<file path="src/rtl/tmr_pkg.sv">
package tmr_pkg;
    typedef enum logic [1:0] {
        MODE_NORMAL = 2'd0,
        MODE_CTC    = 2'd1,
        MODE_FAST   = 2'd2,
        MODE_PHASE  = 2'd3
    } tmr_mode_e;

    localparam int ADDR_W = 3;
    localparam logic [ADDR_W-1:0] ADDR_CTRL  = 3'd0;
    localparam logic [ADDR_W-1:0] ADDR_COUNT = 3'd1;
    localparam logic [ADDR_W-1:0] ADDR_CMPA  = 3'd2;
    localparam logic [ADDR_W-1:0] ADDR_FLAGS = 3'd4;

    localparam int CS_W = 3;
    localparam logic [CS_W-1:0] CS_OFF      = 3'd0;
    localparam logic [CS_W-1:0] CS_CLK      = 3'd1;
    localparam logic [CS_W-1:0] CS_EXT_FALL = 3'd6;
    localparam logic [CS_W-1:0] CS_EXT_RISE = 3'd7;
    localparam int CS_PRESC_BASE = 2;

    localparam int NUM_CHAN = 2;
    localparam int FLAG_OVF = 0;
    localparam int FLAG_CH0 = 1;
endpackage

</file>
<file path="src/rtl/tmr_clk_sel.sv">
module tmr_clk_sel
    import tmr_pkg::*;
#(
    parameter int NUM_PRESC = 4
) (
    input  logic                 clk,
    input  logic                 rst_n,
    input  logic [CS_W-1:0]      cs,
    input  logic [NUM_PRESC-1:0] presc_tick,
    input  logic                 ext_pin,
    output logic                 tick
);
    typedef struct packed {
        logic s1;
        logic s2;
        logic s3;
    } sync_t;

    sync_t st_d, st_q;
    logic  rise, fall;

    always_comb begin
        st_d    = st_q;
        st_d.s1 = ext_pin;
        st_d.s2 = st_q.s1;
        st_d.s3 = st_q.s2;
    end

    always_ff @(posedge clk) begin
        if (!rst_n) st_q <= '0;
        else        st_q <= st_d;
    end

    assign rise = st_q.s2 & ~st_q.s3;
    assign fall = ~st_q.s2 & st_q.s3;

    always_comb begin
        tick = 1'b0;
        case (cs)
            CS_OFF:      tick = 1'b0;
            CS_CLK:      tick = 1'b1;
            CS_EXT_FALL: tick = fall;
            CS_EXT_RISE: tick = rise;
            default: begin
                for (int i = 0; i < NUM_PRESC; i++) begin
                    if (cs == CS_W'(i + CS_PRESC_BASE)) tick = presc_tick[i];
                end
            end
        endcase
    end

    AST_EDGE_SINGLE: assert property (@(posedge clk) disable iff (!rst_n)
        rise |=> !rise);
    AST_FALL_SINGLE: assert property (@(posedge clk) disable iff (!rst_n)
        fall |=> !fall);
endmodule

</file>
<file path="src/rtl/tmr_counter.sv">
module tmr_counter
    import tmr_pkg::*;
#(
    parameter int W = 8
) (
    input  logic         clk,
    input  logic         rst_n,
    input  logic         tick,
    input  tmr_mode_e    mode,
    input  logic [W-1:0] top_cmp,
    input  logic         load_en,
    input  logic [W-1:0] load_val,
    input  logic         restart,
    output logic [W-1:0] count,
    output logic         down,
    output logic         at_top,
    output logic         ovf_evt
);
    localparam logic [W-1:0] MAX = '1;
    localparam logic [W-1:0] ONE = W'(1);

    typedef struct packed {
        logic [W-1:0] cnt;
        logic         down;
    } cnt_t;

    cnt_t         cs_d, cs_q;
    logic [W-1:0] top;

    always_comb begin
        top     = (mode == MODE_CTC) ? top_cmp : MAX;
        at_top  = (cs_q.cnt == top);
        cs_d    = cs_q;
        ovf_evt = 1'b0;
        if (load_en) begin
            cs_d.cnt = load_val;
        end else if (tick) begin
            if (mode == MODE_PHASE) begin
                if (!cs_q.down) begin
                    if (at_top) begin
                        cs_d.down = 1'b1;
                        cs_d.cnt  = cs_q.cnt - ONE;
                    end else begin
                        cs_d.cnt  = cs_q.cnt + ONE;
                    end
                end else if (cs_q.cnt == '0) begin
                    cs_d.down = 1'b0;
                    cs_d.cnt  = cs_q.cnt + ONE;
                    ovf_evt   = 1'b1;
                end else begin
                    cs_d.cnt = cs_q.cnt - ONE;
                end
            end else if (at_top) begin
                cs_d.cnt = '0;
                ovf_evt  = 1'b1;
            end else begin
                cs_d.cnt = cs_q.cnt + ONE;
            end
        end
        if (restart) cs_d.down = 1'b0;
    end

    always_ff @(posedge clk) begin
        if (!rst_n) cs_q <= '0;
        else        cs_q <= cs_d;
    end

    assign count = cs_q.cnt;
    assign down  = cs_q.down;

    AST_HOLD_NO_TICK: assert property (@(posedge clk) disable iff (!rst_n)
        (!tick && !load_en) |=> $stable(count));
    AST_NORMAL_STEP: assert property (@(posedge clk) disable iff (!rst_n)
        (mode == MODE_NORMAL && tick && !load_en) |=> count == $past(count) + ONE);
    AST_CTC_WRAP: assert property (@(posedge clk) disable iff (!rst_n)
        (mode == MODE_CTC && tick && !load_en && count == top_cmp) |=> count == '0);
    AST_PHASE_TURN: assert property (@(posedge clk) disable iff (!rst_n)
        (mode == MODE_PHASE && tick && !load_en && down && count == '0 && !restart)
        |=> (!down && count == ONE));
endmodule

</file>
<file path="src/rtl/tmr_cmp_chan.sv">
module tmr_cmp_chan
    import tmr_pkg::*;
#(
    parameter int W = 8
) (
    input  logic         clk,
    input  logic         rst_n,
    input  logic         wr_en,
    input  logic [W-1:0] wr_data,
    input  tmr_mode_e    mode,
    input  logic         reload,
    input  logic         match_en,
    input  logic [W-1:0] count,
    input  logic         down,
    input  logic         wrap_set,
    input  logic         flag_clr,
    input  logic         restart,
    output logic [W-1:0] active,
    output logic         flag,
    output logic         wave
);
    typedef struct packed {
        logic [W-1:0] pend;
        logic [W-1:0] act;
        logic         flag;
        logic         wave;
    } chan_t;

    chan_t ch_d, ch_q;
    logic  pwm;
    logic  match;

    always_comb begin
        pwm   = (mode == MODE_FAST) || (mode == MODE_PHASE);
        match = match_en && (count == ch_q.act);
        ch_d  = ch_q;
        if (wr_en) begin
            ch_d.pend = wr_data;
            if (!pwm) ch_d.act = wr_data;
        end
        if (reload) ch_d.act = ch_q.pend;
        if (match)         ch_d.flag = 1'b1;
        else if (flag_clr) ch_d.flag = 1'b0;
        case (mode)
            MODE_FAST: begin
                if (wrap_set)   ch_d.wave = 1'b1;
                else if (match) ch_d.wave = 1'b0;
            end
            MODE_PHASE: begin
                if (match) ch_d.wave = down;
            end
            default: begin
                if (match) ch_d.wave = ~ch_q.wave;
            end
        endcase
        if (restart) ch_d.wave = 1'b0;
    end

    always_ff @(posedge clk) begin
        if (!rst_n) ch_q <= '0;
        else        ch_q <= ch_d;
    end

    assign active = ch_q.act;
    assign flag   = ch_q.flag;
    assign wave   = ch_q.wave;

    AST_FLAG_NEEDS_TICK: assert property (@(posedge clk) disable iff (!rst_n)
        $rose(flag) |-> $past(match_en));
    AST_PWM_ACTIVE_HELD: assert property (@(posedge clk) disable iff (!rst_n)
        (pwm && !reload) |=> $stable(active));
    AST_FAST_SET_WINS: assert property (@(posedge clk) disable iff (!rst_n)
        (mode == MODE_FAST && wrap_set && !restart) |=> wave);
    AST_PHASE_DOWN_SET: assert property (@(posedge clk) disable iff (!rst_n)
        (mode == MODE_PHASE && match && down && !restart) |=> wave);
endmodule

</file>
<file path="src/rtl/tmr_core.sv">
module tmr_core
    import tmr_pkg::*;
#(
    parameter int W         = 8,
    parameter int NUM_PRESC = 4
) (
    input  logic                 clk,
    input  logic                 rst_n,
    input  logic                 wr_en,
    input  logic [ADDR_W-1:0]    wr_addr,
    input  logic [W-1:0]         wr_data,
    input  logic [NUM_PRESC-1:0] presc_tick,
    input  logic                 ext_pin,
    output logic [W-1:0]         count_o,
    output logic [NUM_CHAN:0]    flags_o,
    output logic                 wave_a_o,
    output logic                 wave_b_o
);
    typedef struct packed {
        tmr_mode_e       mode;
        logic [CS_W-1:0] cs;
        logic            block;
        logic            ovf;
    } ctl_t;

    ctl_t         ct_d, ct_q;
    logic         tick, adv, match_en, reload, wrap_set, pwm;
    logic         ctrl_wr, cnt_wr, flags_wr;
    logic         down, at_top, ovf_evt;
    logic [W-1:0] count;
    logic [W-1:0] cmp_act  [NUM_CHAN];
    logic         cmp_flag [NUM_CHAN];
    logic         cmp_wave [NUM_CHAN];

    assign ctrl_wr  = wr_en && (wr_addr == ADDR_CTRL);
    assign cnt_wr   = wr_en && (wr_addr == ADDR_COUNT);
    assign flags_wr = wr_en && (wr_addr == ADDR_FLAGS);

    tmr_clk_sel #(.NUM_PRESC(NUM_PRESC)) u_clk_sel (
        .clk        (clk),
        .rst_n      (rst_n),
        .cs         (ct_q.cs),
        .presc_tick (presc_tick),
        .ext_pin    (ext_pin),
        .tick       (tick)
    );

    tmr_counter #(.W(W)) u_counter (
        .clk      (clk),
        .rst_n    (rst_n),
        .tick     (tick),
        .mode     (ct_q.mode),
        .top_cmp  (cmp_act[0]),
        .load_en  (cnt_wr),
        .load_val (wr_data),
        .restart  (ctrl_wr),
        .count    (count),
        .down     (down),
        .at_top   (at_top),
        .ovf_evt  (ovf_evt)
    );

    always_comb begin
        pwm      = (ct_q.mode == MODE_FAST) || (ct_q.mode == MODE_PHASE);
        adv      = tick && !cnt_wr;
        match_en = adv && !ct_q.block;
        reload   = adv && pwm && at_top && !down;
        wrap_set = adv && (ct_q.mode == MODE_FAST) && at_top;
        ct_d     = ct_q;
        if (ctrl_wr) begin
            ct_d.mode = tmr_mode_e'(wr_data[1:0]);
            ct_d.cs   = wr_data[4:2];
        end
        if (cnt_wr)    ct_d.block = 1'b1;
        else if (tick) ct_d.block = 1'b0;
        if (ovf_evt)                            ct_d.ovf = 1'b1;
        else if (flags_wr && wr_data[FLAG_OVF]) ct_d.ovf = 1'b0;
    end

    always_ff @(posedge clk) begin
        if (!rst_n) ct_q <= '{mode: MODE_NORMAL, cs: CS_OFF, block: 1'b0, ovf: 1'b0};
        else        ct_q <= ct_d;
    end

    for (genvar i = 0; i < NUM_CHAN; i++) begin : g_chan
        tmr_cmp_chan #(.W(W)) u_chan (
            .clk      (clk),
            .rst_n    (rst_n),
            .wr_en    (wr_en && (wr_addr == ADDR_W'(ADDR_CMPA + i))),
            .wr_data  (wr_data),
            .mode     (ct_q.mode),
            .reload   (reload),
            .match_en (match_en),
            .count    (count),
            .down     (down),
            .wrap_set (wrap_set),
            .flag_clr (flags_wr && wr_data[FLAG_CH0 + i]),
            .restart  (ctrl_wr),
            .active   (cmp_act[i]),
            .flag     (cmp_flag[i]),
            .wave     (cmp_wave[i])
        );
        assign flags_o[FLAG_CH0 + i] = cmp_flag[i];
    end

    assign flags_o[FLAG_OVF] = ct_q.ovf;
    assign count_o           = count;
    assign wave_a_o          = cmp_wave[0];
    assign wave_b_o          = cmp_wave[1];

    AST_BLOCK_NO_MATCH: assert property (@(posedge clk) disable iff (!rst_n)
        (ct_q.block && tick) |=> !($rose(flags_o[1]) || $rose(flags_o[2])));
    AST_OVF_CLEAR: assert property (@(posedge clk) disable iff (!rst_n)
        (flags_wr && wr_data[FLAG_OVF] && !ovf_evt) |=> !flags_o[FLAG_OVF]);
    AST_CTRL_WAVE_CLR: assert property (@(posedge clk) disable iff (!rst_n)
        ctrl_wr |=> (!wave_a_o && !wave_b_o));
endmodule

</file>
<file path="config.mk">
export PLATFORM = sky130hd
export DESIGN_NAME = tmr_core
export DESIGN_NICKNAME = d
export VERILOG_FILES = /design/src/rtl/tmr_pkg.sv /design/src/rtl/tmr_clk_sel.sv /design/src/rtl/tmr_counter.sv /design/src/rtl/tmr_cmp_chan.sv /design/src/rtl/tmr_core.sv
export SDC_FILE = /design/constraint.sdc
export NUM_CORES = 1
export LEC_CHECK = 0
export BUFFER_PORTS_ARGS = -buffer_cell sky130_fd_sc_hd__buf_2
export CORE_MARGIN = 2
export CORE_UTILIZATION = 60
export DETAILED_ROUTE_END_ITERATION = 8
export HOLD_SLACK_MARGIN = 0.06
export PLACE_DENSITY = 0.76
export SETUP_SLACK_MARGIN = 0.4
export SYNTH_ARGS = -nofsm -noshare
export SYNTH_HDL_FRONTEND = slang
export SYNTH_HIERARCHICAL = 1
export SYNTH_SLANG_ARGS = --single-unit
</file>
<file path="constraint.sdc">
create_clock -name clk -period 3.1 [get_ports clk]
set_clock_uncertainty 0.05 [all_clocks]
set_input_delay 0.31 -clock clk [delete_from_list [all_inputs] [get_ports clk]]
set_output_delay 0.31 -clock clk [all_outputs]
set_load 0.01 [all_outputs]
</file>
==> summary.md <==
| Metric | Value |
|---|---|
| I/O Buffers | `31` |
| Clock Pin Slew Worst Setup and Hold Paths | `approximately 100 ps` |
| Wire per inst | `18.6 µm` |
| Critical path endpoint category | `register` |
| Sequential cell area | `~1100 µm²` |
| Post-Synthesis Cell Area | `about 3700 µm²` |
| Max FO, Critical Path | `18` |
| HPWL Detailed | `roughly 6.5 mm` |
| Hold buffer count at CTS | `0` |
| Hold Path Class | `input pin to register` |
| Final nets | `roughly 450` |
| Mapped Cells | `404` |
| Bufs and invs on worst path | `3` |
| CP arrival | `2750 ps` |
| Slew headroom | `54.7%` |
| Critical Path RT | `3280 ps` |
| Top Ports | `32` |
| Antenna Nets Post-Route | `0` |
| Maximum root-to-sink buffer count | `2` |
| Number of H-tree levels | `2` |
| Initial DRC Count | `just over 200` |
| Max Cap Viol | `0` |
| Global-route usage over all layers | `about 30%` |
| Place WS | `about 90 ps` |
| Final wirelength | `9.36 mm` |
| Core area | `between 5000 and 6000 µm²` |
| Initial antenna violation count | `0` |
| Fmax | `0.388 GHz` |
| DP Area | `roughly 3800 µm²` |
| Hold Crit Start | `ext_pin` |
| Largest net degree at the start of global routing | `24` |
| Pre-antenna DRT Iters | `5` |
| Final setup margin | `526 ps` |
| Power Density | `approximately 340 nW/µm²` |
| Critical path's slowest cell | `dfxtp_2` |
| Delay-heaviest family, CP | `compound AO/OA/AOI/OAI gates` |
| Worst-skew pair later-pin latency | `roughly 300 ps` |
| Post-Place Cells | `490` |
| Floorplan row count | `28` |
| Layout area overhead | `7.49%` |
| Initial Utilization | `around three fifths` |
| Slew Limit Fails | `0` |
| Most frequent cells in the layout | `dfxtp_1 (49), mux2i_1 (43), nor2_1 (42), nand2_1 (34), buf_2 (31)` |
| Post-route cell area | `between 3000 and 4000 µm²` |
| CTS tree | `done` |
| Synthesized Nets | `~430` |
| RSZ-0062 raised after global routing | `no` |
| # fillers | `between 400 and 500` |
| Final Hold Fails | `0` |
| Vias in the first global route | `~3000` |
| Maximum vdd ir drop | `0.319 mV` |
| Reg2reg start | `u_counter/count[4]` |
| # diodes | `0` |
| Multi-input gate area | `~2300 µm²` |
| Worst Tran Pin Value | `676 ps` |
| Vias/cell | `around 6.3` |
| Setup crit start kind | `register` |
| Share of cells above drive strength 1 | `between 20 and 25%` |
| Die H | `82.1 µm` |
| Final Setup Violations | `0` |
| First-pass GRT wire length | `about 15 mm` |
| Die Width | `82.1 µm` |
| CTS root buf | `clkbuf_8` |
| Leakage power | `about 0.0014 µW` |
| Routed via count | `roughly 3200` |
| Total CTS buffers | `5` |
| Final Cycle Share | `about 83%` |
| DRC Markers | `0` |
| Mean Syn Cell Area | `roughly 9 µm²` |
| Fin Setup TNS | `0 ps` |
| Most common cell after layout, fill and taps aside | `dfxtp_1` |
| CP max stage delay | `around 500 ps` |
| RD Place Congestion | `0.972` |
| Overflow left after global routing | `0` |
| Final cell count without fillers | `roughly 500` |
| CTS Sinks | `55` |
| Kind of critical path | `register to register` |
| Status | `finished clean` |
| Critical-path cell list | `inv_1 -> and4_4 -> o32ai_4 -> nor2_2 -> nand4b_1 -> nor2_2 -> buf_6 -> a21o_4 -> buf_4 -> a211oi_2` |
| Syn. warnings | `6` |
| Die area | `between 6000 and 7000 µm²` |
| Most used cell, CP | `nor2_2` |
| Clock period minus worst slack | `2570 ps` |
| CP startpoint | `u_counter/count[4]` |
path summary, 6_finish.rpt:
kind,to,slack (ps),depth (start not counted)
setup / recovery,g_chan[0].u_chan/active[5],530,10
hold reg to reg,u_clk_sel/st_d[0],390,1
hold / removal,u_clk_sel/st_d[1],150,2
setup reg to reg,g_chan[0].u_chan/active[5],530,10
routing by layer:
metal  vias to the layer above  share of wire (%)  track usage [%]
met4                         0                2.5             10.7
met2                       136                 48             49.6
met5                         -                  0                0
met1                      1501                 44             38.4
met3                        23                5.4             4.29
li1                       1491                  -                -
flip-flops by register name (all words and copies together), names as in the netlist:
register and count:
g_chan.u_chan/active 16, g_chan.u_chan/ch_q 16, u_counter/count 8, ct_q 6
g_chan.u_chan/flag 2, g_chan.u_chan/wave 2, u_clk_sel/st_d 2, flags_o 1
u_clk_sel/st_q 1, u_counter/down 1
worst reg2reg max path, stage by stage, from the launching register on:
cell and delay [ps]:
dfxtp_2 500, inv_1 210, and4_4 230, o32ai_4 430, nor2_2 100, nand4b_1 120, nor2_2 50, buf_6 200
a21o_4 270, buf_4 170, a211oi_2 170
cell type report:
type / count / area share, %
multi-input combinational: 307 / 59.3
sequential: 55 / 28.3
timing repair buffer: 44 / 6.53
tap: 75 / 2.39
clock buffer: 7 / 1.94
inverter: 14 / 1.34
clock inverter: 1 / 0.223
per-stage QoR:
step,total power [µW],utilization (%),hold WS [ps]
final,1350,66.4,153
after global routing,1410,66.4,180
after CTS,1360,65.3,152
after detailed placement,957,63.7,372
after global placement,951,63.7,364
after floorplan,904,-,360
report_power, final:
group	switching, µW	leakage [µW]	internal (µW)
combinational	116	0.000863	82.5
sequential	25.4	0.000449	725
clock	236	0.0000428	164
what timing repair did:
action                                  CTS  global route
buffers inserted                          0             5
pin swaps                                 0             1
endpoints found under the setup margin   18            18
cloned                                    0             0
gates resized for setup                   6             6
Note: power is estimated with default switching activity, not from simulation.
